`src/rtl/spr_pkg.sv`:
```
package spr_pkg;
  typedef enum logic [1:0] {FR_NONE, FR_REG, FR_PASS, FR_ATT} frame_kind_t;
  localparam logic [1:0] HW_REV    = 2'b11;
  localparam logic [1:0] PROTO_REV = 2'b00;
  localparam int         STAT_LSB  = 8;
endpackage

```
`src/rtl/spr_sync.sv`:
```
module spr_sync #(
  parameter int W = 1,
  parameter int STAGES = 2,
  parameter logic [W-1:0] RST_VAL = '0
) (
  input  logic         clk,
  input  logic         rst,
  input  logic [W-1:0] d,
  output logic [W-1:0] q
);
  logic [W-1:0] st [STAGES];

  always_ff @(posedge clk) begin
    if (rst) begin
      for (int i = 0; i < STAGES; i++) st[i] <= RST_VAL;
    end else begin
      st[0] <= d;
      for (int i = 1; i < STAGES; i++) st[i] <= st[i-1];
    end
  end

  assign q = st[STAGES-1];
endmodule

```
`src/rtl/spr_rx.sv`:
```
module spr_rx #(
  parameter int ADDR_W = 7,
  parameter int SH_W = 16,
  parameter int CNT_W = 5
) (
  input  logic              clk,
  input  logic              rst,
  input  logic              sck_s,
  input  logic              mosi_s,
  input  logic              cs_s,
  output logic              bit_rise,
  output logic              prefix_done,
  output logic [ADDR_W-1:0] pfx_addr,
  output logic              pfx_flag,
  output logic              frame_end,
  output logic [CNT_W-1:0]  frame_bits,
  output logic [SH_W-1:0]   frame_data
);
  localparam int PFX_W = ADDR_W + 1;
  localparam logic [CNT_W-1:0] CNT_MAX = '1;

  logic sck_d, cs_d;
  logic [CNT_W-1:0] cnt;
  logic [SH_W-1:0] sh;

  assign bit_rise    = ~cs_s & sck_s & ~sck_d;
  assign frame_end   = cs_s & ~cs_d;
  assign prefix_done = bit_rise && (cnt == CNT_W'(PFX_W - 1));
  assign pfx_addr    = sh[ADDR_W-1:0];
  assign pfx_flag    = mosi_s;
  assign frame_bits  = cnt;
  assign frame_data  = sh;

  always_ff @(posedge clk) begin
    if (rst) begin
      sck_d <= 1'b0;
      cs_d  <= 1'b1;
      cnt   <= '0;
      sh    <= '0;
    end else begin
      sck_d <= sck_s;
      cs_d  <= cs_s;
      if (cs_s) begin
        cnt <= '0;
      end else if (bit_rise) begin
        sh <= {sh[SH_W-2:0], mosi_s};
        if (cnt != CNT_MAX) cnt <= cnt + 1'b1;
      end
    end
  end

  // the bit count restarts whenever the host is deselected
  p_cnt_clear_r10: assert property (@(posedge clk) disable iff (rst)
    cs_s |=> (frame_bits == '0));
endmodule

```
`src/rtl/spr_regbank.sv`:
```
module spr_regbank
  import spr_pkg::*;
#(
  parameter int DW = 16,
  parameter int NREG = 4,
  parameter int NCH = 4,
  localparam int RI_W = $clog2(NREG)
) (
  input  logic            clk,
  input  logic            rst,
  input  logic            wr_en,
  input  logic [RI_W-1:0] wr_idx,
  input  logic [DW-1:0]   wr_data,
  input  logic [RI_W-1:0] rd_idx,
  output logic [DW-1:0]   rd_data,
  input  logic [NCH-1:0]  pll_s
);
  logic [DW-1:0] store [1:NREG-1];
  logic [DW-1:0] view [NREG];
  logic [DW-1:0] id_word;

  always_comb begin
    id_word = '0;
    id_word[1:0] = HW_REV;
    id_word[3:2] = PROTO_REV;
    id_word[STAT_LSB +: NCH] = pll_s;
  end

  assign view[0] = id_word;

  for (genvar g = 1; g < NREG; g++) begin : g_reg
    always_ff @(posedge clk) begin
      if (rst) store[g] <= '0;
      else if (wr_en && wr_idx == RI_W'(g)) store[g] <= wr_data;
    end
    assign view[g] = store[g];
  end

  assign rd_data = view[rd_idx];

  // a committed write is visible on the next cycle
  p_wr_commit_r2: assert property (@(posedge clk) disable iff (rst)
    (wr_en && wr_idx != '0) |=> (view[$past(wr_idx)] == $past(wr_data)));
endmodule

```
`src/rtl/spr_router.sv`:
```
module spr_router
  import spr_pkg::*;
#(
  parameter int NCH = 4,
  parameter int ADDR_W = 7,
  parameter int DW = 16,
  parameter int ATT_W = 8,
  parameter int NREG = 4,
  parameter int PASS_BASE = 4,
  parameter int ATT_BASE = 8
) (
  input  logic                 clk,
  input  logic                 rst,
  input  logic                 sck,
  input  logic                 mosi,
  input  logic                 cs_n,
  output logic                 miso,
  output logic [NCH-1:0]       dn_sck,
  output logic [NCH-1:0]       dn_mosi,
  output logic [NCH-1:0]       dn_cs_n,
  input  logic [NCH-1:0]       dn_miso,
  input  logic [NCH-1:0]       pll_stat,
  output logic [NCH*ATT_W-1:0] att
);
  localparam int PFX_W     = ADDR_W + 1;
  localparam int REG_FRAME = PFX_W + DW;
  localparam int ATT_FRAME = PFX_W + ATT_W;
  localparam int CNT_W     = $clog2(REG_FRAME + 2);
  localparam int CH_W      = $clog2(NCH);
  localparam int RI_W      = $clog2(NREG);

  logic sck_s, mosi_s, cs_s;
  logic [NCH-1:0] pll_s;
  logic bit_rise, prefix_done, pfx_flag, frame_end;
  logic [ADDR_W-1:0] pfx_addr;
  logic [CNT_W-1:0] frame_bits;
  logic [DW-1:0] frame_data, rd_data;

  spr_sync #(.W(3), .STAGES(2), .RST_VAL(3'b100)) u_host_sync (
    .clk(clk), .rst(rst), .d({cs_n, sck, mosi}), .q({cs_s, sck_s, mosi_s}));

  spr_sync #(.W(NCH), .STAGES(2), .RST_VAL('0)) u_stat_sync (
    .clk(clk), .rst(rst), .d(pll_stat), .q(pll_s));

  spr_rx #(.ADDR_W(ADDR_W), .SH_W(DW), .CNT_W(CNT_W)) u_rx (
    .clk(clk), .rst(rst), .sck_s(sck_s), .mosi_s(mosi_s), .cs_s(cs_s),
    .bit_rise(bit_rise), .prefix_done(prefix_done), .pfx_addr(pfx_addr),
    .pfx_flag(pfx_flag), .frame_end(frame_end), .frame_bits(frame_bits),
    .frame_data(frame_data));

  // prefix decode
  frame_kind_t kind_c, kind_q;
  logic [CH_W-1:0] ch_c, ch_q;
  logic [RI_W-1:0] ri_c, ri_q;
  logic flag_q;

  always_comb begin
    kind_c = FR_NONE;
    ch_c = '0;
    ri_c = '0;
    for (int i = 0; i < NREG; i++)
      if (pfx_addr == ADDR_W'(i)) begin kind_c = FR_REG; ri_c = RI_W'(i); end
    for (int i = 0; i < NCH; i++) begin
      if (pfx_addr == ADDR_W'(PASS_BASE + i)) begin kind_c = FR_PASS; ch_c = CH_W'(i); end
      if (pfx_addr == ADDR_W'(ATT_BASE + i))  begin kind_c = FR_ATT;  ch_c = CH_W'(i); end
    end
  end

  always_ff @(posedge clk) begin
    if (rst || (cs_s && !frame_end)) begin
      kind_q <= FR_NONE;
      flag_q <= 1'b0;
      ch_q   <= '0;
      ri_q   <= '0;
    end else if (prefix_done) begin
      kind_q <= kind_c;
      flag_q <= pfx_flag;
      ch_q   <= ch_c;
      ri_q   <= ri_c;
    end
  end

  // register bank
  logic wr_en;
  assign wr_en = frame_end && kind_q == FR_REG && flag_q &&
                 frame_bits == CNT_W'(REG_FRAME);

  spr_regbank #(.DW(DW), .NREG(NREG), .NCH(NCH)) u_regs (
    .clk(clk), .rst(rst), .wr_en(wr_en), .wr_idx(ri_q), .wr_data(frame_data),
    .rd_idx(ri_c), .rd_data(rd_data), .pll_s(pll_s));

  // read-back shifter
  logic [DW-1:0] read_sh;
  always_ff @(posedge clk) begin
    if (rst || cs_s) read_sh <= '0;
    else if (prefix_done) read_sh <= (kind_c == FR_REG && !pfx_flag) ? rd_data : '0;
    else if (bit_rise && frame_bits >= CNT_W'(PFX_W)) read_sh <= {read_sh[DW-2:0], 1'b0};
  end

  // attenuator words
  logic [NCH-1:0][ATT_W-1:0] att_q;
  always_ff @(posedge clk) begin
    if (rst) att_q <= '0;
    else if (frame_end && kind_q == FR_ATT && !flag_q &&
             frame_bits == CNT_W'(ATT_FRAME))
      att_q[ch_q] <= frame_data[ATT_W-1:0];
  end
  assign att = att_q;

  // passthrough routing
  logic [NCH-1:0] dn_cs_q;
  logic clk_en_q;
  always_ff @(posedge clk) begin
    if (rst || cs_s) begin
      dn_cs_q  <= '1;
      clk_en_q <= 1'b0;
    end else begin
      if (prefix_done && kind_c == FR_PASS && !pfx_flag)
        dn_cs_q <= ~(NCH'(1) << ch_c);
      if (!(&dn_cs_q) && !sck_s) clk_en_q <= 1'b1;
    end
  end

  assign dn_cs_n = dn_cs_q;
  assign dn_sck  = {NCH{sck & clk_en_q}} & ~dn_cs_q;
  assign dn_mosi = {NCH{mosi}} & ~dn_cs_q;
  assign miso    = (&dn_cs_q) ? read_sh[DW-1] : |(dn_miso & ~dn_cs_q);

  // one downstream select at most, none while host is idle
  p_dn_onehot_r8: assert property (@(posedge clk) disable iff (rst)
    $onehot0(~dn_cs_q));
  p_dn_idle_r8: assert property (@(posedge clk) disable iff (rst)
    cs_s |=> (&dn_cs_q));
  // downstream clock gate never open without a select
  p_clk_gate_r7: assert property (@(posedge clk) disable iff (rst)
    (&dn_cs_q) |-> !clk_en_q);
  // read data is cleared between frames
  p_read_idle_r9: assert property (@(posedge clk) disable iff (rst)
    cs_s |=> (read_sh == '0));
  // attenuator words move only at a frame end
  p_att_hold_r10: assert property (@(posedge clk) disable iff (rst)
    !frame_end |=> $stable(att_q));
endmodule

```
`config.mk`:
```
export PLATFORM = sky130hd
export DESIGN_NAME = spr_router
export DESIGN_NICKNAME = d
export VERILOG_FILES = /design/src/rtl/spr_pkg.sv /design/src/rtl/spr_sync.sv /design/src/rtl/spr_rx.sv /design/src/rtl/spr_regbank.sv /design/src/rtl/spr_router.sv
export SDC_FILE = /design/constraint.sdc
export NUM_CORES = 1
export LEC_CHECK = 0
export BUFFER_PORTS_ARGS = -buffer_cell sky130_fd_sc_hd__buf_2
export CORE_ASPECT_RATIO = 0.5
export CORE_UTILIZATION = 50
export CTS_BUF_LIST = sky130_fd_sc_hd__clkbuf_16
export DETAILED_ROUTE_END_ITERATION = 12
export PLACE_DENSITY = 0.69
export SETUP_SLACK_MARGIN = 0.3
export SLEW_MARGIN = 20
export SYNTH_ARGS = -nofsm -noshare
export SYNTH_HDL_FRONTEND = slang
export SYNTH_HIERARCHICAL = 1
export SYNTH_SLANG_ARGS = --single-unit
```
`constraint.sdc`:
```
create_clock -name clk -period 5.9 [get_ports clk]
set_input_delay 1.18 -clock clk [delete_from_list [all_inputs] [get_ports clk]]
set_output_delay 1.18 -clock clk [all_outputs]
set_load 0.02 [all_outputs]
```
==> results of run 1 <==
## final cells by class
| type | count | area (sq um) |
|---|---|---|
| clock inverter | 13 | 102.6 |
| sequential | 145 | 3383 |
| clock buffer | 19 | 475.5 |
| timing repair buffer | 63 | 334.1 |
| fill | 1010 | 4927 |
| inverter | 11 | 41.29 |
| tap | 165 | 206.4 |
| multi-input combinational | 383 | 2581 |
## cell usage after synthesis, drive strengths merged (3+ instances only)
cell / number / share of area [%]
dfxtp: 97 / 31
nor2: 60 / 3.6
mux2i: 50 / 7.9
edfxtp: 48 / 23
nand2b: 48 / 4.8
nand2: 41 / 2.4
buf: 36 / 4.1
a21oi: 27 / 2.1
nor2b: 19 / 1.9
nand3: 18 / 1.4
nand3b: 18 / 2.1
clkbuf: 16 / 0.95
o22ai: 15 / 1.6
a22o: 10 / 1.4
inv: 10 / 0.60
mux2: 10 / 2.0
nand4: 7 / 0.69
o21ai: 6 / 0.65
a31oi: 4 / 0.40
mux4: 4 / 1.5
and3: 3 / 0.30
and4b: 3 / 0.48
nand4b: 3 / 0.42
nor3: 3 / 0.32
nor4: 3 / 0.30
nor4b: 3 / 0.52
o21bai: 3 / 0.36
or2: 3 / 0.30
## registers in the layout (all words and copies together) (netlist names)
signal,flops
u_regs/store,48
dn_cs_n,4
u_host_sync/st,6
u_stat_sync/st,8
clk_en_q,1
kind_q,2
ri_q,2
u_rx/frame_data,16
u_rx/sck_d,1
flag_q,1
u_rx/frame_bits,5
u_rx/cs_d,1
ch_q,2
att,32
read_sh,16
## placed cells by master, fill, tap and decap left out, types with 3 or more instances in the layout
| cell type | count |
|---|---|
| buf_4 | 5 |
| or2_1 | 3 |
| mux2_4 | 3 |
| dfxtp_1 | 97 |
| a21oi_1 | 27 |
| nand4b_1 | 3 |
| o21bai_2 | 3 |
| nand2b_1 | 48 |
| nand3_1 | 18 |
| buf_2 | 57 |
| clkinv_1 | 5 |
| nand3b_1 | 18 |
| and3_1 | 3 |
| nand4_1 | 7 |
| mux2i_1 | 50 |
| mux2_2 | 7 |
| nand2_1 | 41 |
| o22ai_1 | 14 |
| inv_1 | 15 |
| nor2b_1 | 19 |
| nor2_1 | 59 |
| o21ai_1 | 3 |
| and4b_1 | 3 |
| edfxtp_1 | 48 |
| a22o_1 | 10 |
| clkbuf_16 | 19 |
| a31oi_1 | 4 |
## worst min-delay path by stage
stage,startpoint,slack (ps),end
2_1_floorplan,u_host_sync/st[0][2],380,u_host_sync/st[0][5]
3_3_place_gp,u_host_sync/st[0][2],390,u_host_sync/st[0][5]
3_5_place_dp,u_host_sync/st[0][2],400,u_host_sync/st[0][5]
4_1_cts,u_host_sync/st[0][2],410,u_host_sync/st[0][5]
5_1_grt,u_host_sync/st[0][2],440,u_host_sync/st[0][5]
6_report,u_host_sync/st[0][2],410,u_host_sync/st[0][5]
## critical path: stages, from the launching register on
cell	delay (ps)
dfxtp_1	590
nor2b_1	210
and4b_1	300
nand2_1	80
nor3_1	240
buf_4	270
inv_1	120
o21bai_2	780
## power by group
part           internal, mW  switching [mW]
clock network         0.657           0.391
logic                0.0186          0.0254
registers              1.05         0.00567
## cell families (layout without fill, tap and decap cells)
| group | after synthesis | after routing |
|---|---|---|
| AO/OA/AOI/OAI | 74 | 74 |
| XOR/XNOR | 2 | 2 |
| adder cells (fa/ha/maj) | 2 | 2 |
| buffers and inverters | 63 | 106 |
| flip-flops | 145 | 145 |
| multiplexers | 64 | 64 |
| AND/OR/NAND/NOR | 241 | 241 |
## routing by layer
| metal | track usage, % | vias up | part of all wire, % |
|---|---|---|---|
| met5 | 0 | - | 0 |
| met1 | 30.13 | 2055 | 48 |
| met4 | 7.925 | 0 | 0.88 |
| met2 | 32.60 | 126 | 44 |
| met3 | 5.505 | 8 | 6.4 |
| li1 | - | 2136 | - |
==> flow_summary.json, run 1 <==
{
  "ir_worst_vdd_v": 0.0001885,
  "path_class": "flop to flop",
  "syn_area_per_cell_sq_um": 10.67,
  "layout-drive-gt1-share_pct": 17.03,
  "numCtsBuffers": 17,
  "grt_pass1_wl_mm": 21.36,
  "dp_cells": 767,
  "port-buffer-count": 57,
  "core_region_area_sq_um": 12050,
  "cts_setup_buffers": 0,
  "gr-usage-all-layers_pct": 21.57,
  "cts_tree": "yes",
  "firstDrtPassIters": 4,
  "remaining_drc_errors": 0,
  "synthSimpleGateAreaFrac_pct": 20.81,
  "drv_cap": 0,
  "synth_compound_area_share_pct": 7.677,
  "insertion_delay_ps": 410,
  "ys_seq_area_share_pct": 53.64,
  "routed_via_density": 5.413,
  "die_y_um": 81.42,
  "synth_xor_area_share_pct": 0.2777,
  "design_area_sq_um": 7124,
  "drv_slew": 0,
  "cts_hold_buffers": 0,
  "min_path_type": "flop to flop",
  "worstReg2RegEnd": "u_regs/store[0][18]",
  "synth_adder_area_share_pct": 0.3967,
  "cp.required_ps": 5920,
  "area_growth_pct": 12.95,
  "drtIter0Drc": 337,
  "synth_top_flop_cell": "dfxtp_1",
  "initial_core_util_pct": 52.34,
  "ant_nets": 0,
  "routedWlPerCell_um": 16.59,
  "dpl-instance-area_sq_um": 6546,
  "power_density_nw_per_um2": 300.9,
  "synthMuxAreaShare_pct": 11.45,
  "yosys_warnings": 6,
  "synth_top_family_by_area": "simple AND/OR/NAND/NOR gates",
  "path_clk_slew_ps": 50,
  "synth_cell_types": 58,
  "critPathMaxFanout": 17,
  "nNetsFinal": 636,
  "syn_nets": 606,
  "worst_slack_ps": 2918,
  "cts_max_level": 4,
  "setup_violations": 0,
  "instances_no_fill": 799,
  "slew_headroom_pct": 35.35,
  "finalHoldViolCount": 0,
  "fin_crit_ps": 2982,
  "die_x_um": 160.8,
  "antenna_found_initial": 0,
  "cp-startpoint": "u_host_sync/st[0][5]",
  "min_path_cells": 1,
  "cts_root_buffer": "clkbuf_16",
  "whs_ps": 410.0,
  "synth_area_sq_um": 6307,
  "leakage_nw": 2.802,
  "reg2reg_depth": 7,
  "wirelength_mm": 13.25,
  "r2r_start": "u_host_sync/st[0][5]",
  "period_share_pct": 50.55,
  "dp_slack_ps": 2948,
  "synth-seq-cells": 145,
  "worst_slew_pin_slew_ps": 969.1,
  "grt_pass1_vias": 4006,
  "cts_buffer_depth": 2,
  "gr-total-overflow": 0,
  "fp-row-count": 28,
  "crit_end": "u_regs/store[0][18]",
  "power_mw": 2.144,
  "ios": 58,
  "cts.sinks": 145,
  "tns_ps": 0,
  "dp_hpwl_mm": 8.454,
  "gp_congestion": 0.7365,
  "dieArea_sq_um": 13100,
  "synthCells": 591,
  "clock.fmax_mhz": 335.3,
  "cts_resized": 0,
  "status": "complete, no violations",
  "start_kind": "flop",
  "worstSetupEndpointType": "flop",
  "arrival_ps": 3010,
  "diodes": 0,
  "rrSetupSlack_ps": 2920,
  "async_flop_share_pct": 0,
  "skew_ps": 7.412,
  "num_vias": 4325,
  "grt_max_degree": 95,
  "rsz0062_at_grt": "no",
  "final_util_pct": 59.12,
  "synth_edf_count": 48
}
(Power assumes the default switching activity.)
==> run 2, diff against run 1 <==
Settings changed: PLACE_DENSITY 0.69 to 0.72.
Clock period 5.9 ns to 2.73 ns, I/O delays scaled along.
==> run 2 against run 1 <==
  * Sequential power is 120% higher
  * Register-to-register slack worse by 2400 ps
  * Clock power is 120% higher
  * Final cell count is 1.8% higher
  * Worst setup slack worse by 2400 ps
  * Hold slack worse by 80 ps
==> flow_summary.json, run 2 (synthesized netlist as in run 1, its figures left out) <==
{
  "met3_length_um": 793,
  "wirelength_mm": 13.40,
  "firstDrtPassIters": 5,
  "numCtsBuffers": 17,
  "path_clk_slew_ps": 60,
  "ir_worst_vdd_v": 0.0003526,
  "setup_violations": 0,
  "remaining_drc_errors": 0,
  "min_path_type": "input pin to flop",
  "gr-total-overflow": 0,
  "layout-drive-gt1-share_pct": 19.29,
  "worstReg2RegEnd": "u_regs/store[0][19]",
  "period_share_pct": 79.89,
  "area_growth_pct": 14.54,
  "arrival_ps": 2270,
  "rrSetupSlack_ps": 550,
  "grt_pass1_wl_mm": 21.29,
  "top_register": "u_regs/store",
  "multiInputGateArea_sq_um": 2575,
  "start_kind": "flop",
  "routed.top_layer": "met4",
  "slowest_delay_ps": 410,
  "gp_congestion": 0.7722,
  "min_from": "cs_n",
  "leakage_nw": 2.861,
  "tns_ps": 0,
  "instances_no_fill": 813,
  "ant_nets": 0,
  "dpl-instance-area_sq_um": 6634,
  "drtIter0Drc": 309,
  "finalHoldViolCount": 0,
  "antenna_found_initial": 0,
  "seq_area_sq_um": 3385,
  "worst_slew_pin_slew_ps": 737.6,
  "diodes": 0,
  "ios": 58,
  "drv_slew": 0,
  "n_fill_cell": 1007,
  "dp_hpwl_mm": 8.725,
  "cts_tree": "yes",
  "gr-usage-all-layers_pct": 21.36,
  "routed_via_density": 5.434,
  "r2r_start": "u_host_sync/st[0][5]",
  "fp-row-count": 28,
  "critPathMaxFanout": 16,
  "power_density_nw_per_um2": 640.8,
  "worstSetupEndpointType": "flop",
  "power_mw": 4.629,
  "insertion_delay_ps": 410,
  "clock.fmax_mhz": 458.5,
  "min_path_cells": 2,
  "dieArea_sq_um": 13100,
  "m1WireLength_mm": 6.549,
  "routedWlPerCell_um": 16.48,
  "grt_max_degree": 44,
  "hold_end": "u_host_sync/st[0][2]",
  "wl_met2_mm": 5.907,
  "nNetsFinal": 650,
  "rsz0062_at_grt": "no",
  "port-buffer-count": 57,
  "skew_ps": 9.758,
  "final_cell_mix": "96 x dfxtp_1, 60 x nor2_1, 57 x buf_2",
  "die_x_um": 160.8,
  "fin_crit_ps": 2181,
  "slew_headroom_pct": 50.83,
  "largest_reg_flops": 48,
  "grt_pass1_vias": 4020,
  "num_vias": 4418,
  "drv_cap": 0,
  "slowest_stage": "dfxtp_2",
  "cp.required_ps": 2820,
  "die_y_um": 81.42,
  "final_common_cell": "dfxtp_1",
  "path_cells": "nor2b_1 -> and4b_1 -> nand2_1 -> nor3_1 -> inv_1 -> o21bai_1 -> buf_4",
  "cts_max_level": 4,
  "core_region_area_sq_um": 12050,
  "initial_core_util_pct": 52.34,
  "cts_root_buffer": "clkbuf_16",
  "reg2reg_depth": 7,
  "path_class": "flop to flop",
  "cts.sinks": 145,
  "cts_buffer_depth": 2,
  "design_area_sq_um": 7224,
  "status": "complete, no violations",
  "dp_cells": 781
}
## run 2: where the power goes
part	switching [mW]	leakage, nW	internal (mW)	total (mW)
registers	0.0131	1.28	2.26	2.27
logic	0.0556	1.29	0.0436	0.0991
clock network	0.900	0.296	1.36	2.26
## run 2: stage by stage
| stage | util (%) | worst slack [ps] | hold slack (ps) |
|---|---|---|---|
| 2_1_floorplan | - | 56.47 | 383.2 |
| 3_3_place_gp | 55.05 | 396.7 | 418.3 |
| 3_5_place_dp | 55.05 | 325.2 | 427.5 |
| 4_1_cts | 59.87 | 302.8 | 320.5 |
| 5_1_grt | 59.95 | 374.4 | 324.8 |
| 6_report | 59.95 | 548.9 | 329.5 |
## run 2: worst max-delay path, delay by kind of cell, from the launching register on
| kind | cells | cell delay [ps] |
|---|---|---|
| AO/OA/AOI/OAI | 1 | 150 |
| AND/OR/NAND/NOR | 4 | 900 |
| flip-flops | 1 | 410 |
| buffers and inverters | 2 | 410 |
## run 2: layer usage
| metal | global-route usage (%) | vias to the layer above |
|---|---|---|
| li1 | - | 2157 |
| met4 | 7.264 | 0 |
| met2 | 33.55 | 141 |
| met5 | 0 | - |
| met1 | 29.70 | 2109 |
| met3 | 4.495 | 11 |
## run 2: worst max-delay path by stage
stage,start,end,slack [ps],cells after the start
floorplan,u_host_sync/st[0][5],u_regs/store[0][32],60,9
detailed placement,u_rx/frame_data[5],read_sh[10],330,5
global placement,u_rx/frame_data[5],read_sh[10],400,5
global route,u_host_sync/st[0][5],u_regs/store[0][19],370,7
finish,u_host_sync/st[0][5],u_regs/store[0][19],550,7
CTS,u_rx/frame_data[5],read_sh[10],300,5
## run 2: area by class of cell
class                           count  share of cell area [%]
Clock buffer                       19                   6.581
Tap cell                          165                   2.858
Multi-Input combinational cell    383                   35.64
Clock inverter                     13                   1.472
Timing Repair Buffer               77                   6.027
Inverter                           11                  0.5715
Sequential cell                   145                   46.85
## run 2: timing repair
action                     in CTS  in global routing
setup buffers                   0                  0
hold buffers                    0                  0
gates resized for setup         0                  3
setup endpoints to repair       0                 38
==> run 3, diff against run 2 <==
Settings changed: ABC_AREA from default to 1, PLACE_DENSITY 0.72 to 0.69.
Clock period 2.73 ns to 2.1 ns, I/O delays scaled along.
==> run 3 against run 2 <==
  * Sequential power rose by 30%
  * Global-route usage up 2.4 points
  * Critical path depth rose by 2
  * Wire length grew 18%
  * Worst setup slack got worse by 260 ps
  * Sequential cell count did not move
  * Clock-buffer cell count down 1
==> flow_summary.json, run 3 <==
{
  "final_common_cell": "nand2_1",
  "synth_area_sq_um": 6630,
  "r2r_start": "u_rx/frame_bits[4]",
  "worstSetupEndpointType": "flop",
  "ys_seq_area_share_pct": 51.03,
  "dieArea_sq_um": 13750,
  "cts_buffer_depth": 2,
  "fp-row-count": 29,
  "tns_ps": 0,
  "syn_nets": 860,
  "dp_hpwl_mm": 9.907,
  "cts_root_buffer": "clkbuf_16",
  "gr-total-overflow": 0,
  "period_share_pct": 86.07,
  "rrSetupSlack_ps": 290,
  "leakage_nw": 3.387,
  "worstReg2RegEnd": "u_regs/store[0][9]",
  "insertion_delay_ps": 420,
  "cp.required_ps": 2240,
  "gp_congestion": 0.8296,
  "drtIter0Drc": 447,
  "setup_violations": 0,
  "path_class": "flop to flop",
  "area_growth_pct": 21.51,
  "arrival_ps": 1950,
  "diodes": 0,
  "yosysTopAreaCell": "dfxtp_1",
  "yosys_warnings": 6,
  "synth_edf_count": 48,
  "top_register": "u_regs/store",
  "start_kind": "flop",
  "port-buffer-count": 57,
  "numCtsBuffers": 17,
  "remaining_drc_errors": 0,
  "hold_end": "u_host_sync/st[0][2]",
  "clock.fmax_mhz": 553.3,
  "routed_via_density": 5.112,
  "routedWlPerCell_um": 14.32,
  "largest_reg_flops": 48,
  "whs_ps": 175.4,
  "n_fill_cell": 1064,
  "cts.sinks": 145,
  "worst_slew_pin_slew_ps": 483.9,
  "gr-usage-all-layers_pct": 23.78,
  "layout-drive-gt1-share_pct": 21.33,
  "final_cell_mix": "210 x nand2_1, 121 x inv_1, 86 x nor2_1",
  "firstDrtPassIters": 5,
  "slew_headroom_pct": 67.54,
  "path_clk_slew_ps": 70,
  "seq_area_sq_um": 3418,
  "ir_worst_vdd_v": 0.0005221,
  "critPathMaxFanout": 8,
  "reg2reg_depth": 9,
  "die_x_um": 164.9,
  "synthCells": 845,
  "worst_slack_ps": 292.6,
  "synthTopCellsByArea": "dfxtp_1 29%, edfxtp_1 22%, nand2_1 12%",
  "power_density_nw_per_um2": 767.6,
  "status": "complete, no violations",
  "die_y_um": 83.43,
  "initial_core_util_pct": 51.76,
  "drv_slew": 0,
  "synth_top_area_share_pct": 29.29,
  "min_from": "cs_n",
  "ios": 58,
  "synth_common_cells": "215 x nand2_1, 128 x inv_1, 97 x dfxtp_1",
  "synth-seq-cells": 145,
  "antenna_found_initial": 0,
  "fin_crit_ps": 1807,
  "multiInputGateArea_sq_um": 2515,
  "ant_nets": 0,
  "grt_pass1_vias": 5279,
  "min_path_type": "input pin to flop",
  "grt_max_degree": 57,
  "dp_slack_ps": 197.5,
  "async_flop_share_pct": 0,
  "num_vias": 5638,
  "cts_hold_buffers": 0,
  "cts_tree": "yes",
  "core_region_area_sq_um": 12810,
  "cts_max_level": 4,
  "grt_pass1_wl_mm": 25.48,
  "drv_cap": 0,
  "nNetsFinal": 935,
  "rsz0062_at_grt": "yes",
  "finalHoldViolCount": 0,
  "wirelength_mm": 15.79,
  "synth_top_flop_cell": "dfxtp_1",
  "syn_area_per_cell_sq_um": 7.846,
  "synth_most_common_cell": "nand2_1",
  "skew_ps": 10.79,
  "min_path_cells": 3,
  "synth_cell_types": 34
}
-- run 3: cell count changes after synthesis, sizes merged, moves of 13 or more --
cell,change
nor2b,-19
o21ai,+22
nand4,+35
inv,+123
nor2,+38
mux2i,-50
nand3b,-18
o22ai,-13
a21oi,+48
nand3,+31
nand2b,-48
nand2,+175
-- run 3: worst max-delay path by stage --
| stage | from | end | slack [ps] | depth (start not counted) |
|---|---|---|---|---|
| floorplan | u_host_sync/st[0][5] | u_regs/store[0][0] | 300 | 7 |
| global placement | u_rx/frame_bits[4] | u_regs/store[0][9] | 250 | 7 |
| detailed placement | u_rx/frame_bits[0] | read_sh[2] | 200 | 9 |
| CTS | u_rx/frame_bits[4] | u_regs/store[0][17] | 260 | 9 |
| global route | u_rx/frame_bits[4] | u_regs/store[0][14] | 240 | 9 |
| finish | u_rx/frame_bits[4] | u_regs/store[0][9] | 290 | 9 |
-- run 3: critical path, cell delays in order (launching register included) --
cell and delay (ps):
dfxtp_4 360, inv_4 40, nor2_4 90, nand4_1 150, nor4_4 190, buf_4 170, nand2_4 60, o21ai_4 200
buf_12 140, buf_16 120
-- run 3: metal layers --
metal  vias up  GRT usage [%]  routed length, um
li1       2837              -                  -
met1      2609          32.55               7464
met2       167          37.62               7266
met3        25          5.644                865
met5         -              0                  0
met4         0          6.255                197
-- run 3: cells by family (layout without fill, tap and decap cells) --
kind of cell	Yosys count	after routing	synth area share [%]
simple gates	408	409	26.65
buf+inv	184	271	13.29
flops	145	145	51.03
compound gates	105	105	8.530
fa+ha+maj	2	2	0.3774
xor+xnor	1	1	0.1321
-- run 3: final cells by class --
cell class                      count  area share [%]
Tap cell                          170           2.640
Clock buffer                       18           5.591
Inverter                          135           6.476
Sequential cell                   145           42.43
Timing Repair Buffer              104           9.846
Multi-Input combinational cell    517           31.22
Clock inverter                     14           1.802
-- run 3: metrics by stage --
step,utilization [%],power (mW),cells,area [sq um]
final,62.90,6.184,1103,8056
after floorplan,-,3.133,845,6705
after global placement,55.21,3.170,1051,7072
after global routing,62.90,6.351,1103,8056
after CTS,61.86,6.200,1099,7924
after detailed placement,55.21,3.174,1051,7072
-- run 3: timing repair --
action,CTS,global route
gates cloned,3,1
setup buffers,13,3
endpoints found under the setup margin,83,144
resized for setup,30,30
pin swaps,9,8
-- run 3: report_power, final --
part / leakage, nW / internal, mW / switching (mW)
clock network: 0.297 / 1.75 / 1.30
logic: 1.85 / 0.0746 / 0.105
registers: 1.24 / 2.94 / 0.0186
total: 3.39 / 4.76 / 1.42
